File: config.mk
export PLATFORM = sky130hd
export DESIGN_NAME = muxAdcReader
export DESIGN_NICKNAME = d
export VERILOG_FILES = /design/src/rtl/muxAdcPkg.sv /design/src/rtl/muxAdcDatapath.sv /design/src/rtl/muxAdcControl.sv /design/src/rtl/muxAdcReader.sv
export SDC_FILE = /design/constraint.sdc
export NUM_CORES = 1
export LEC_CHECK = 0
export ABC_CLOCK_PERIOD_IN_PS = 6050
export BUFFER_PORTS_ARGS = -buffer_cell sky130_fd_sc_hd__buf_4
export CORE_MARGIN = 8
export CORE_UTILIZATION = 30
export CTS_CLUSTER_SIZE = 25
export DETAILED_ROUTE_END_ITERATION = 8
export PLACE_DENSITY = 0.51
export SETUP_SLACK_MARGIN = 0.2
export SYNTH_ARGS = -nofsm -noshare
export SYNTH_HDL_FRONTEND = slang
export SYNTH_SLANG_ARGS = --single-unit
File: constraint.sdc
create_clock -name clk -period 6.05 [get_ports clk]
set_clock_uncertainty 0.05 [all_clocks]
set_input_delay 1.815 -clock clk [delete_from_list [all_inputs] [get_ports clk]]
set_output_delay 1.815 -clock clk [all_outputs]
set_load 0.03 [all_outputs]
File: src/rtl/muxAdcPkg.sv
package muxAdcPkg;
  typedef enum logic [2:0] {
    ST_IDLE, ST_CHAN, ST_GAP, ST_WAIT, ST_READ, ST_DONE
  } seqState_t;

  typedef struct packed {
    logic loadChan;
    logic loadRead;
    logic divRun;
    logic latchResult;
  } dpCtrl_t;
endpackage

File: src/rtl/muxAdcDatapath.sv
module muxAdcDatapath
  import muxAdcPkg::*;
#(
  parameter int CLK_DIV  = 13,
  parameter int CH_W     = 3,
  parameter int EN_BIT   = 3,
  parameter int RESULT_W = 32
) (
  input  logic                clk,
  input  logic                rstN,
  input  dpCtrl_t             ctrl,
  input  logic [CH_W-1:0]     chanSel,
  input  logic                miso,
  output logic                sck,
  output logic                mosi,
  output logic                tick,
  output logic                shiftDone,
  output logic [RESULT_W-1:0] resultData,
  output logic                resultValid
);
  localparam int CMD_W = 8;
  localparam int DIV_W = (CLK_DIV > 1) ? $clog2(CLK_DIV) : 1;
  localparam int BIT_W = $clog2(RESULT_W + 1);

  logic [DIV_W-1:0]    divCnt;
  logic [CMD_W-1:0]    txShift;
  logic [RESULT_W-1:0] rxShift;
  logic [BIT_W-1:0]    bitsLeft;
  logic                sckReg;
  logic [CMD_W-1:0]    chanByte;

  assign chanByte  = CMD_W'(1 << EN_BIT) | CMD_W'(chanSel);
  assign tick      = ctrl.divRun && (divCnt == DIV_W'(CLK_DIV - 1));
  assign shiftDone = tick && sckReg && (bitsLeft == BIT_W'(1));
  assign sck       = sckReg;
  assign mosi      = txShift[CMD_W-1];

  // half-period divider, restarted by each load
  always_ff @(posedge clk or negedge rstN) begin
    if (!rstN) divCnt <= '0;
    else if (!ctrl.divRun || ctrl.loadChan || ctrl.loadRead) divCnt <= '0;
    else if (divCnt == DIV_W'(CLK_DIV - 1)) divCnt <= '0;
    else divCnt <= divCnt + 1'b1;
  end

  // mode 0 shifter: sample on rise, advance on fall
  always_ff @(posedge clk or negedge rstN) begin
    if (!rstN) begin
      txShift  <= '0;
      rxShift  <= '0;
      bitsLeft <= '0;
      sckReg   <= 1'b0;
    end else if (ctrl.loadChan) begin
      txShift  <= chanByte;
      bitsLeft <= BIT_W'(CMD_W);
      sckReg   <= 1'b0;
    end else if (ctrl.loadRead) begin
      txShift  <= '0;
      rxShift  <= '0;
      bitsLeft <= BIT_W'(RESULT_W);
      sckReg   <= 1'b0;
    end else if (tick && bitsLeft != '0) begin
      if (!sckReg) begin
        sckReg  <= 1'b1;
        rxShift <= {rxShift[RESULT_W-2:0], miso};
      end else begin
        sckReg   <= 1'b0;
        txShift  <= {txShift[CMD_W-2:0], 1'b0};
        bitsLeft <= bitsLeft - 1'b1;
      end
    end
  end

  always_ff @(posedge clk or negedge rstN) begin
    if (!rstN) begin
      resultData  <= '0;
      resultValid <= 1'b0;
    end else begin
      resultValid <= ctrl.latchResult;
      if (ctrl.latchResult) resultData <= rxShift;
    end
  end

  AST_SCK_PARKED: assert property (@(posedge clk) disable iff (!rstN)
    !ctrl.divRun |-> !sckReg);
  AST_VALID_PULSE: assert property (@(posedge clk) disable iff (!rstN)
    resultValid |=> !resultValid);
endmodule

File: src/rtl/muxAdcControl.sv
module muxAdcControl
  import muxAdcPkg::*;
#(
  parameter int EOC_TIMEOUT = 100000
) (
  input  logic    clk,
  input  logic    rstN,
  input  logic    startReq,
  input  logic    miso,
  input  logic    tick,
  input  logic    shiftDone,
  output dpCtrl_t ctrl,
  output logic    csN,
  output logic    busy,
  output logic    errFlag
);
  localparam int TO_W = (EOC_TIMEOUT > 1) ? $clog2(EOC_TIMEOUT) : 1;

  seqState_t state, nextState;
  logic      gapCnt;
  logic      toHit;
  logic      errSet;

  always_comb begin
    nextState = state;
    ctrl      = '0;
    errSet    = 1'b0;
    ctrl.divRun = (state == ST_CHAN) || (state == ST_GAP) ||
                  (state == ST_WAIT) || (state == ST_READ);
    case (state)
      ST_IDLE: if (startReq) begin
        nextState     = ST_CHAN;
        ctrl.loadChan = 1'b1;
      end
      ST_CHAN: if (shiftDone) nextState = ST_GAP;
      ST_GAP:  if (tick && gapCnt) nextState = ST_WAIT;
      ST_WAIT: begin
        if (!miso) begin
          nextState     = ST_READ;
          ctrl.loadRead = 1'b1;
        end else if (toHit) begin
          nextState = ST_IDLE;
          errSet    = 1'b1;
        end
      end
      ST_READ: if (shiftDone) nextState = ST_DONE;
      ST_DONE: begin
        ctrl.latchResult = 1'b1;
        nextState        = ST_IDLE;
      end
      default: nextState = ST_IDLE;
    endcase
  end

  always_ff @(posedge clk or negedge rstN) begin
    if (!rstN) begin
      state   <= ST_IDLE;
      csN     <= 1'b1;
      gapCnt  <= 1'b0;
      errFlag <= 1'b0;
    end else begin
      state  <= nextState;
      csN    <= !((nextState == ST_WAIT) || (nextState == ST_READ));
      gapCnt <= (state == ST_GAP) ? (gapCnt ^ tick) : 1'b0;
      if (errSet) errFlag <= 1'b1;
      else if (ctrl.loadChan) errFlag <= 1'b0;
    end
  end

  assign busy = (state != ST_IDLE);

  if (EOC_TIMEOUT > 0) begin : g_timeout
    logic [TO_W-1:0] toCnt;
    always_ff @(posedge clk or negedge rstN) begin
      if (!rstN) toCnt <= '0;
      else if (state != ST_WAIT) toCnt <= '0;
      else toCnt <= toCnt + 1'b1;
    end
    assign toHit = (toCnt == TO_W'(EOC_TIMEOUT - 1));
  end else begin : g_noTimeout
    assign toHit = 1'b0;
  end

  AST_ERR_RELEASES_CS: assert property (@(posedge clk) disable iff (!rstN)
    $rose(errFlag) |-> csN);
  AST_BUSY_START_IGNORED: assert property (@(posedge clk) disable iff (!rstN)
    (busy && startReq) |=> !$fell(errFlag));
endmodule

File: src/rtl/muxAdcReader.sv
module muxAdcReader
  import muxAdcPkg::*;
#(
  parameter int CLK_DIV     = 13,
  parameter int CH_W        = 3,
  parameter int EN_BIT      = 3,
  parameter int RESULT_W    = 32,
  parameter int EOC_TIMEOUT = 100000
) (
  input  logic                clk,
  input  logic                rstN,
  input  logic                startReq,
  input  logic [CH_W-1:0]     chanSel,
  output logic                busy,
  output logic [RESULT_W-1:0] resultData,
  output logic                resultValid,
  output logic                errFlag,
  output logic                sck,
  output logic                mosi,
  input  logic                miso,
  output logic                csN
);
  dpCtrl_t ctrl;
  logic    tick;
  logic    shiftDone;

  muxAdcControl #(.EOC_TIMEOUT(EOC_TIMEOUT)) u_ctrl (
    .clk(clk), .rstN(rstN), .startReq(startReq), .miso(miso),
    .tick(tick), .shiftDone(shiftDone), .ctrl(ctrl), .csN(csN),
    .busy(busy), .errFlag(errFlag)
  );

  muxAdcDatapath #(
    .CLK_DIV(CLK_DIV), .CH_W(CH_W), .EN_BIT(EN_BIT), .RESULT_W(RESULT_W)
  ) u_dp (
    .clk(clk), .rstN(rstN), .ctrl(ctrl), .chanSel(chanSel), .miso(miso),
    .sck(sck), .mosi(mosi), .tick(tick), .shiftDone(shiftDone),
    .resultData(resultData), .resultValid(resultValid)
  );

  AST_VALID_AFTER_CS: assert property (@(posedge clk) disable iff (!rstN)
    resultValid |-> (csN && $past(csN)));
  AST_MOSI_QUIET: assert property (@(posedge clk) disable iff (!rstN)
    !csN |-> !mosi);
  AST_SELECT_NO_SCK: assert property (@(posedge clk) disable iff (!rstN)
    $fell(csN) |-> !sck);
  AST_IDLE_NO_SELECT: assert property (@(posedge clk) disable iff (!rstN)
    !busy |-> csN);
endmodule

### Word level (Yosys, flattened, before mapping)

Cells that the tools add are included.

* bitwise operators: 2
* reduce and logical (&&, ||, !) cells: 22
* eq/ne operators: 12
* multiplexer cells: 36
* add/sub/neg operators: 3

Operators with widths (count)
* 2-to-1 mux 32 bit: 3
* 2-to-1 mux 8 bit: 4
* 2-to-1 mux 6 bit: 4
* 2-to-1 mux 3 bit: 6
* adder 17 x 1 -> 17 bit, second input constant: 1
* equality test 17 bit, second input constant: 1
* 2-to-1 mux 17 bit: 1
* 2-to-1 mux 1 bit: 15
* case mux 3 bit (5 select lines): 1
* equality test 3 x 2 -> 1 bit, second input constant: 3
* equality test 3 bit, second input constant: 3
* nonzero test 3 bit: 3
* 2-to-1 mux 4 bit: 2
* equality test 6 x 1 -> 1 bit, second input constant: 1
* logical OR 1 bit: 6
* nonzero test 6 bit: 1
* subtractor 6 x 1 -> 6 bit, second input constant: 1
* logical AND 1 bit: 5
* adder 4 x 1 -> 4 bit, second input constant: 1
* equality test 4 bit, second input constant: 1
* nonzero test 2 bit: 2
* equality test 3 x 1 -> 1 bit, second input constant: 1
* logical NOT 3 bit: 1
* inequality test 3 x 2 -> 1 bit, second input constant: 1
* other kinds (6): 7

* bits in registers: 107
* input port bits: 7
* output and inout port bits: 38

### Longest topological paths before layout

Gate-level depths: netlist of the first run.

* word-level depth: 12
* gate-level depth with buffers: 10

### Modules after synthesis

From an unflattened synthesis of the first run, not the netlist that was laid out.

* cells, all modules: 360
* area total of the unflattened synthesis: 4580.6 µm²

By module, submodules not included
* muxAdcDatapath: seq. area each 2102.0 µm², area each 3372.0 µm², cells an instance 238, times used 1
* muxAdcControl: seq. area each 576.8 µm², area each 1208.7 µm², cells an instance 122, times used 1

### Worst setup path before layout of the first run

Ideal clock, no wire load.

* path type: register to output
* start point: register u_ctrl.state[1]
* end point: output busy
* required time: 4185 ps
* data arrival time: 1242 ps
* cell stages (with the launch flop): 4
* slack: 2943 ps
* buffers on the path: 1
* path through: dfrtp_1 buf_6 nor3_1 inv_1

* word-level cells in the longest chain between the ends: 1

RTL lines
* start, declared: RTL line muxAdcControl.sv:19 `seqState_t state, nextState;`
* start signal, assigned: RTL line muxAdcControl.sv:62 `state <= nextState;`
* nonzero test 3 bit: RTL line muxAdcControl.sv:70 `assign busy = (state != ST_IDLE);`
* end, declared: RTL line muxAdcReader.sv:14 `output logic busy,`

Every way passes these cells.

### Worst setup path in the final report of the first run

Same ends and word-level chain as after synthesis.

==> summary.md, run 1 <==
Routability-driven placement finished with a final weighted congestion of 0.748. For the worst-skew pair, the clock arrives at the later sink with an insertion delay of 0.36 ns. The classification of the worst-slack hold path is register to register. The launching element type of the critical path was a register. Measured along the x axis, the die boundary spans 140 microns. The total of cells resized after clock tree synthesis came out at 0. The filler cells instantiated in the layout total 1,543. When the netlist entered floorplanning its net count stood at 453. In the synthesized netlist the dominant register cell turns out to be dfrtp_1. In the final layout, the share of cells above drive strength 1 is 16.1%. The vias per cell was 4.89; the critical path data required time was 4.18 ns.

TritonCTS created 9 clock buffers. The signal on the critical path passes through nor3_1, inv_1, buf_4. The clock-pin slew of the registers on the worst-case setup and hold paths works out to 0.07 ns. For the worst setup path, the data arrival time is 1.86 ns. After routing the design area is 5380 sq um.

Global routing finished with a remaining overflow of 0. The final max-slew violation count is 0, and the fraction of registers with async set/reset is 100%. STA classifies the critical path endpoint as an output pin.

In this run the cell area of the synthesized design comes to 4590 sq um. The die is 140 microns tall. The worst register-to-register path begins at u_ctrl.state[1].

Sequential cells were found to cover 58.4% of the synthesized design area. The H-tree was split into 3 levels. The core region is 15,100 sq um.

During synthesis, Yosys emitted a total of 0 warnings. The leakage power summed over all cells was 2.58 nW; the areal power density over the cells was 299 nW/um^2. Number of DRC violations after detailed-routing iteration 0: 161. TritonCTS built the clock tree.

Across the VDD grid, the largest voltage drop is 0.000125 V. The number of antenna violations at the first check in global routing is 0, and the worst relative slew slack is 34.2%. Detailed placement finished with a half-perimeter wire length of 6300 microns. For the pin with the worst max-slew slack, the measured transition is 0.985 ns. Counting along the longest clock path gives a buffer depth of 2. The synthesized design contains 107 register bits. In this run the critical register-to-register path is captured at u_dp.rxShift[20]. The average instance in the mapped netlist occupies 10.4 sq um. Cell with the largest stage delay on the worst path: nor3_1. During I/O placement, the number of pins put on the boundary was 45.

The via count of the first global-routing pass was 3,197; the post-route fraction of the period consumed by the critical path was 61.6%. The tree built by TritonCTS fans out to 107 sinks. The number of cells on the worst hold path came out at 2.

The gate count after technology mapping came out at 439. The final hold violation count is 0, and the number of enable-type register cells in the synthesized netlist is 0. The run gives 52 as the number of distinct library cells after synthesis. Highest achievable clock rate: 0.268 GHz. Of all nets on the critical path, the largest fanout is 18. Worst path buffer plus inverter count: 2.

The longest individual stage delay on the worst path came out at 0.66 ns. In the routed design, unresolved DRC markers number 0. Once the floorplan was initialized, standard cells occupied 30.4% of the core. The area used by sequential logic in the layout was 2680 sq um.

In the global route stage, overall resource usage came out at 10.5%. In this run the cell area measured after placement is 5070 sq um. Buffers placed on the I/O ports in this run total 44.

The minimum clock period after layout came out at 3.73 ns. The worst-case register-to-register setup slack was 3.19 ns; the total negative setup slack was 0 ns. The multi-input combinational cells in the finished layout cover a total of 1750 sq um. The capture endpoint of the worst hold path is u_dp.resultData[7]. Relative to the synthesized area, the layout overhead comes to 17.3%.

The worst hold path begins at u_dp.resultData[7]. The number of failing setup endpoints in the final timing report came out at 0. The number of rows in the core area is 45, and the number of violations of the max-capacitance limit is 0. Clock tree synthesis selected as its root buffer the cell clkbuf_16. The tools report the wire length reported by the detailed router as 9700 microns. Number of buffers inserted for hold repair after clock tree synthesis: 0. The flow ran to the end, and the final reports show no timing, DRC or antenna violations. The die covers 19,500 sq um. The first-pass GRT wire length came out at 16,600 microns. The run gives 0 as the final antenna-violating net count.

Summing over every cut layer, the via total after detailed routing is 3,255. On the final layout, the worst hold slack is 0.424 ns. Final antenna diode count: 0. The routed length per instance was 14.6 microns. The iteration count of the initial detailed-routing pass is 4. Critical path's top delay family: simple AND/OR/NAND/NOR gates. Setup repair after global routing left no endpoint under its margin. The critical path is of the register to output pin type. Entering global routing, the biggest net connects 66 pins. The worst register-to-register path has a depth of 5. In this run the post-CTS setup repair buffer count came out at 0.

The number of nets in the final layout is 487.
[worst max path at each step]
stage | start | to | slack [ns] | cells after the start
after floorplan | u_ctrl.state[1] | busy | 2.94 | 3
after global placement | startReq | u_dp.rxShift[22] | 2.57 | 6
after detailed placement | startReq | u_dp.rxShift[16] | 2.54 | 6
after CTS | u_ctrl.state[1] | busy | 2.31 | 3
after global routing | u_ctrl.state[1] | busy | 2.17 | 3
final | u_ctrl.state[1] | busy | 2.32 | 3
[cells by family (layout without fill, tap and decap cells)]
| logic type | Yosys count | after routing | synth area share (%) |
|---|---|---|---|
| simple gates | 186 | 186 | 19.1 |
| flops | 107 | 107 | 58.4 |
| compound gates | 83 | 83 | 13.5 |
| buf+inv | 39 | 78 | 3.74 |
| xor+xnor | 14 | 14 | 2.67 |
| fa+ha+maj | 7 | 7 | 1.91 |
| mux | 3 | 3 | 0.709 |
[cell usage after synthesis, types with 6 or more instances]
cell	n	area share (%)
a21oi_1	17	1.9
a22o_1	34	6.5
buf_2	8	0.87
clkbuf_1	12	0.98
dfrtp_1	106	58
ha_1	7	1.9
inv_1	14	1.1
nand2_1	102	8.3
nand3_1	16	1.7
nand4_1	7	0.95
nor2_1	20	1.6
nor3_1	9	0.98
o21ai_0	13	1.4
xnor2_1	6	1.1
xor2_1	8	1.5
[cell type report]
cell class                 instances  share of cell area [%]
sequential                       107                    49.8
multi-input combinational        293                    32.4
timing repair buffer              48                    6.70
tap                              188                    4.37
clock buffer                       9                    4.19
clock inverter                     7                    1.53
inverter                          14                   0.977
[layer usage]
layer,global-route usage (%),part of all wire [%]
met5,0,0
met4,3.26,1.3
met3,4.38,5.0
met2,16.0,45
met1,13.3,48
[sequential cells by signal (all words and copies together) (netlist names)]
| name | flops |
|---|---|
| u_dp.resultData | 32 |
| u_dp.rxShift | 32 |
| u_ctrl.g_timeout.toCnt | 17 |
| u_dp.txShift | 8 |
| u_dp.bitsLeft | 6 |
| u_dp.divCnt | 4 |
| u_ctrl.state | 3 |
| u_ctrl.csN | 1 |
| u_ctrl.errFlag | 1 |
| u_ctrl.gapCnt | 1 |
| u_dp.resultValid | 1 |
| u_dp.sck | 1 |
[cells in the final DEF, fill, tap and decap left out, drive strengths merged, types with 2 or more instances in the layout]
cell	n
nor2	20
nor3	9
nor4	2
clkinv	2
or2	2
clkbuf	9
inv	17
and3	2
nand3	16
buf	48
a211oi	5
dfrtp	106
mux2	2
nand4	7
o21ai	14
xor2	8
and4	4
nand3b	3
o311ai	2
a22o	34
or3	5
and2	3
nand2	102
o31ai	2
xnor2	6
ha	7
a21oi	17
[metrics by stage]
| step | power (W) | cells | setup slack [ns] | utilization, % |
|---|---|---|---|---|
| finish | 0.00161 | 666 | 2.32 | 35.7 |
| global route | 0.00170 | 666 | 2.17 | 35.7 |
| CTS | 0.00164 | 666 | 2.31 | 35.7 |
| detailed placement | 0.00102 | 650 | 2.54 | 33.6 |
| global placement | 0.00101 | 650 | 2.57 | 33.6 |
| floorplan | 0.000953 | 439 | 2.94 | - |
[power by group]
group | total (W) | switching (W) | internal (W)
clock | 0.000608 | 0.000280 | 0.000328
sequential | 0.000813 | 0.0000503 | 0.000763
combinational | 0.000186 | 0.000111 | 0.0000752
[worst min-delay path: cells and delay by family, from the launching register on]
family	cells	cell delay, ns
flops	1	0.34
simple gates	2	0.10
(Power assumes the default switching activity.)
==> run 2, diff against run 1 <==
Settings changed: ABC_CLOCK_PERIOD_IN_PS 6050 to 3300, PLACE_DENSITY 0.51 to 0.53.
Clock period 6.05 ns to 3.3 ns, I/O delays scaled along.
==> run 2 against run 1 <==
Against the previous run:
- design area grew 0.79%
- largest cell class unchanged
- hold slack gained 0.0033 ns
- clock-buffer cell count grew 1
- core utilization grew 0.28 points
- via count grew 1.7%
- critical path depth is the same
- final cell count grew 0.90%
- sequential power grew 82%
- sequential cell count is the same
- critical path type unchanged
==> summary.md, run 2 (synthesis results as in run 1) <==
The library cells used most frequently in the layout, excluding fill and tap cells, are dfrtp_1, nand2_1, buf_4. The CTS buffer count was 9. Summed over all cells, the static leakage comes to 2.61 nW.

Compared with the post-synthesis result, the final layout area differs by 18.2%. Once layout is complete, the utilization of the core stands at 35.9%. The signal on the critical path passes through nor3_2, inv_1, buf_4. The cell with the largest stage delay on the worst path is dfrtp_1. The tools report the final antenna diode count as 0. The iteration count of the initial detailed-routing pass was 4; the global-route usage over all layers was 10.6%. The congestion estimate from routability-driven global placement came to 0.755. The via count of the first global-routing pass was 3,337; the routed length per instance was 14.5 microns. In this run the power density over the cells is 542 nW/um^2. Entering global routing, the biggest net connects 49 pins. Once the floorplan was initialized, standard cells occupied 30.4% of the core.

The slew of the pin with the lowest slew margin was 1.00 ns. The clock latency reported for the late side of the worst-skew pair was 0.35 ns; the number of DRC violations after detailed-routing iteration 0 was 158. The first global-routing pass estimated 16,800 microns of wire.

Die outline height: 140 microns. The maximum fanout along the worst path is 18. Hold repair after CTS inserted 0 buffers. The launching element type of the critical path is a register.

The tools report the kind of capture point of the worst setup path as an output pin. The placed instances occupy a cell area of 5120 sq um. The run gives 0 as the final max-slew violation count. Leaving out fill and tap cells, the most frequent cell in the layout is dfrtp_1.

Pin placement for this block handled 45 I/O pins. For the post-layout instance area, the log shows 5420 sq um. The path class of the tightest hold or removal check is register to register. Minimum clock period after layout: 2.67 ns. Dividing the detail-routed via count by the number of cells gives 4.93. The tree is rooted in a clkbuf_16. The die span in x was 140 microns. The number of failing setup endpoints in the final timing report is 0, and the final antenna-violating net count is 0. Broken down by cell family, the worst path's largest delay share belongs to flip-flops. The largest registers in the layout are u_dp.resultData x32, u_dp.rxShift x32, u_ctrl.g_timeout.toCnt x17.

Summed over all nets, the half-perimeter wirelength after detailed placement is 6430 microns. Longest individual stage delay on the worst path: 0.56 ns. The post-route netlist has 17.1% of its cells at a drive strength greater than 1.

The count of input and output buffers came out at 44. The detailed router placed 3,310 vias in this run. TritonCTS built the clock tree. For the worst setup path, the data required time is 2.26 ns. Setup repair after global routing left no endpoint under its margin. The final layout contains 493 nets. The final routed DRC violation total was 0; the worst path buffer plus inverter count was 2. The total overflow left after global routing is 0. In the final timing run, aggregate negative setup slack is 0 ns. After floorplanning, the core was sized to cover 15,100 sq um.

The kind of critical path was register to output pin. The worst endpoint data arrival time was 1.63 ns; the clock-pin slew of the registers on the worst-case setup and hold paths was 0.07 ns. The tools report the final hold violation count as 0. The run gives 9740 microns as the wire length reported by the detailed router.

Counting the fill cells in the layout gives 1,540. The maximum clock insertion buffer count is 2. The flow ran to the end, and the final reports show no timing, DRC or antenna violations.

For the maximum vdd ir drop, the log shows 0.000232 V. The final non-filler cell total was 672. The run gives 0 as the number of antenna violations at the first check in global routing. The H-tree generated during clock tree synthesis spans 3 levels. The final worst hold slack is 0.427 ns, and the number of violations of the max-capacitance limit is 0.

The post-route fraction of the period consumed by the critical path was 80.8%. The floorplan has 45 rows. The clock drives 107 sinks. Worst relative slew slack: 33.1%.

The die covers 19,500 sq um. Number of placed cells counting well taps: 656. The highest achievable clock rate is 0.375 GHz.
## run 2: cell count changes in the layout (fill, tap and decap cells not counted)
cell | before | now
buf_4 | 48 | 54
clkbuf_1 | 0 | 1
clkinv_4 | 1 | 0
inv_6 | 1 | 2
inv_8 | 2 | 1
nor3_1 | 8 | 7
nor3_2 | 1 | 2
## run 2: stage by stage
step	power [W]	worst slack, ns
floorplan	0.00175	1.02
global placement	0.00186	0.657
detailed placement	0.00187	0.617
CTS	0.00299	0.397
global route	0.00311	0.465
finish	0.00294	0.634
## run 2: repair_timing
| action | in CTS | in global routing |
|---|---|---|
| setup buffers | 0 | 0 |
| gates resized for setup | 0 | 1 |
| endpoints found under the setup margin | 0 | 1 |
## run 2: layer usage
layer / global-route usage [%] / wire, microns / vias to the layer above / part of all wire, %
met5: 0 / 0 / - / 0
met3: 3.83 / 451 / 12 / 4.6
met1: 13.0 / 4620 / 1629 / 47
li1: - / - / 1618 / -
met4: 3.83 / 163 / 0 / 1.7
met2: 17.0 / 4500 / 51 / 46
## run 2: worst reg2reg max path: cells and delay by family, from the launching register on
kind            cells  cell delay [ns]
simple gates        3             1.07
flops               1             0.56
compound gates      2             0.38
fa+ha+maj           1             0.15
buf+inv             1             0.08
## run 2: path summary, 6_finish.rpt
kind                            slack (ns)  depth (start not counted)                    endpoint          startpoint
worst max-delay path                  0.63                          3                        busy     u_ctrl.state[1]
worst min-delay path                  0.43                          2          u_dp.resultData[7]  u_dp.resultData[7]
worst max register to register        0.94                          7                  u_ctrl.csN     u_ctrl.state[1]
worst min register to register        0.43                          2          u_dp.resultData[7]  u_dp.resultData[7]
max in group asynchronous             1.86                          2  u_ctrl.g_timeout.toCnt[11]                rstN
min in group asynchronous             0.61                          1             u_dp.rxShift[7]                rstN
## run 2: final cells by class
cell class / instances / area [sq um] / area share [%]
flip-flops and latches: 107 / 2680 / 49.4
clock buffers: 10 / 229 / 4.22
repair buffers: 54 / 405 / 7.48
well taps: 188 / 235 / 4.34
clock inverters: 6 / 71.3 / 1.32
inverters: 14 / 52.6 / 0.969
multi-input cells: 293 / 1750 / 32.3
## run 2: power by group
part	switching [W]	leakage [nW]	internal [W]
Combinational	0.000219	1.00	0.000146
Clock	0.000500	0.145	0.000598
Sequential	0.0000769	1.46	0.00140
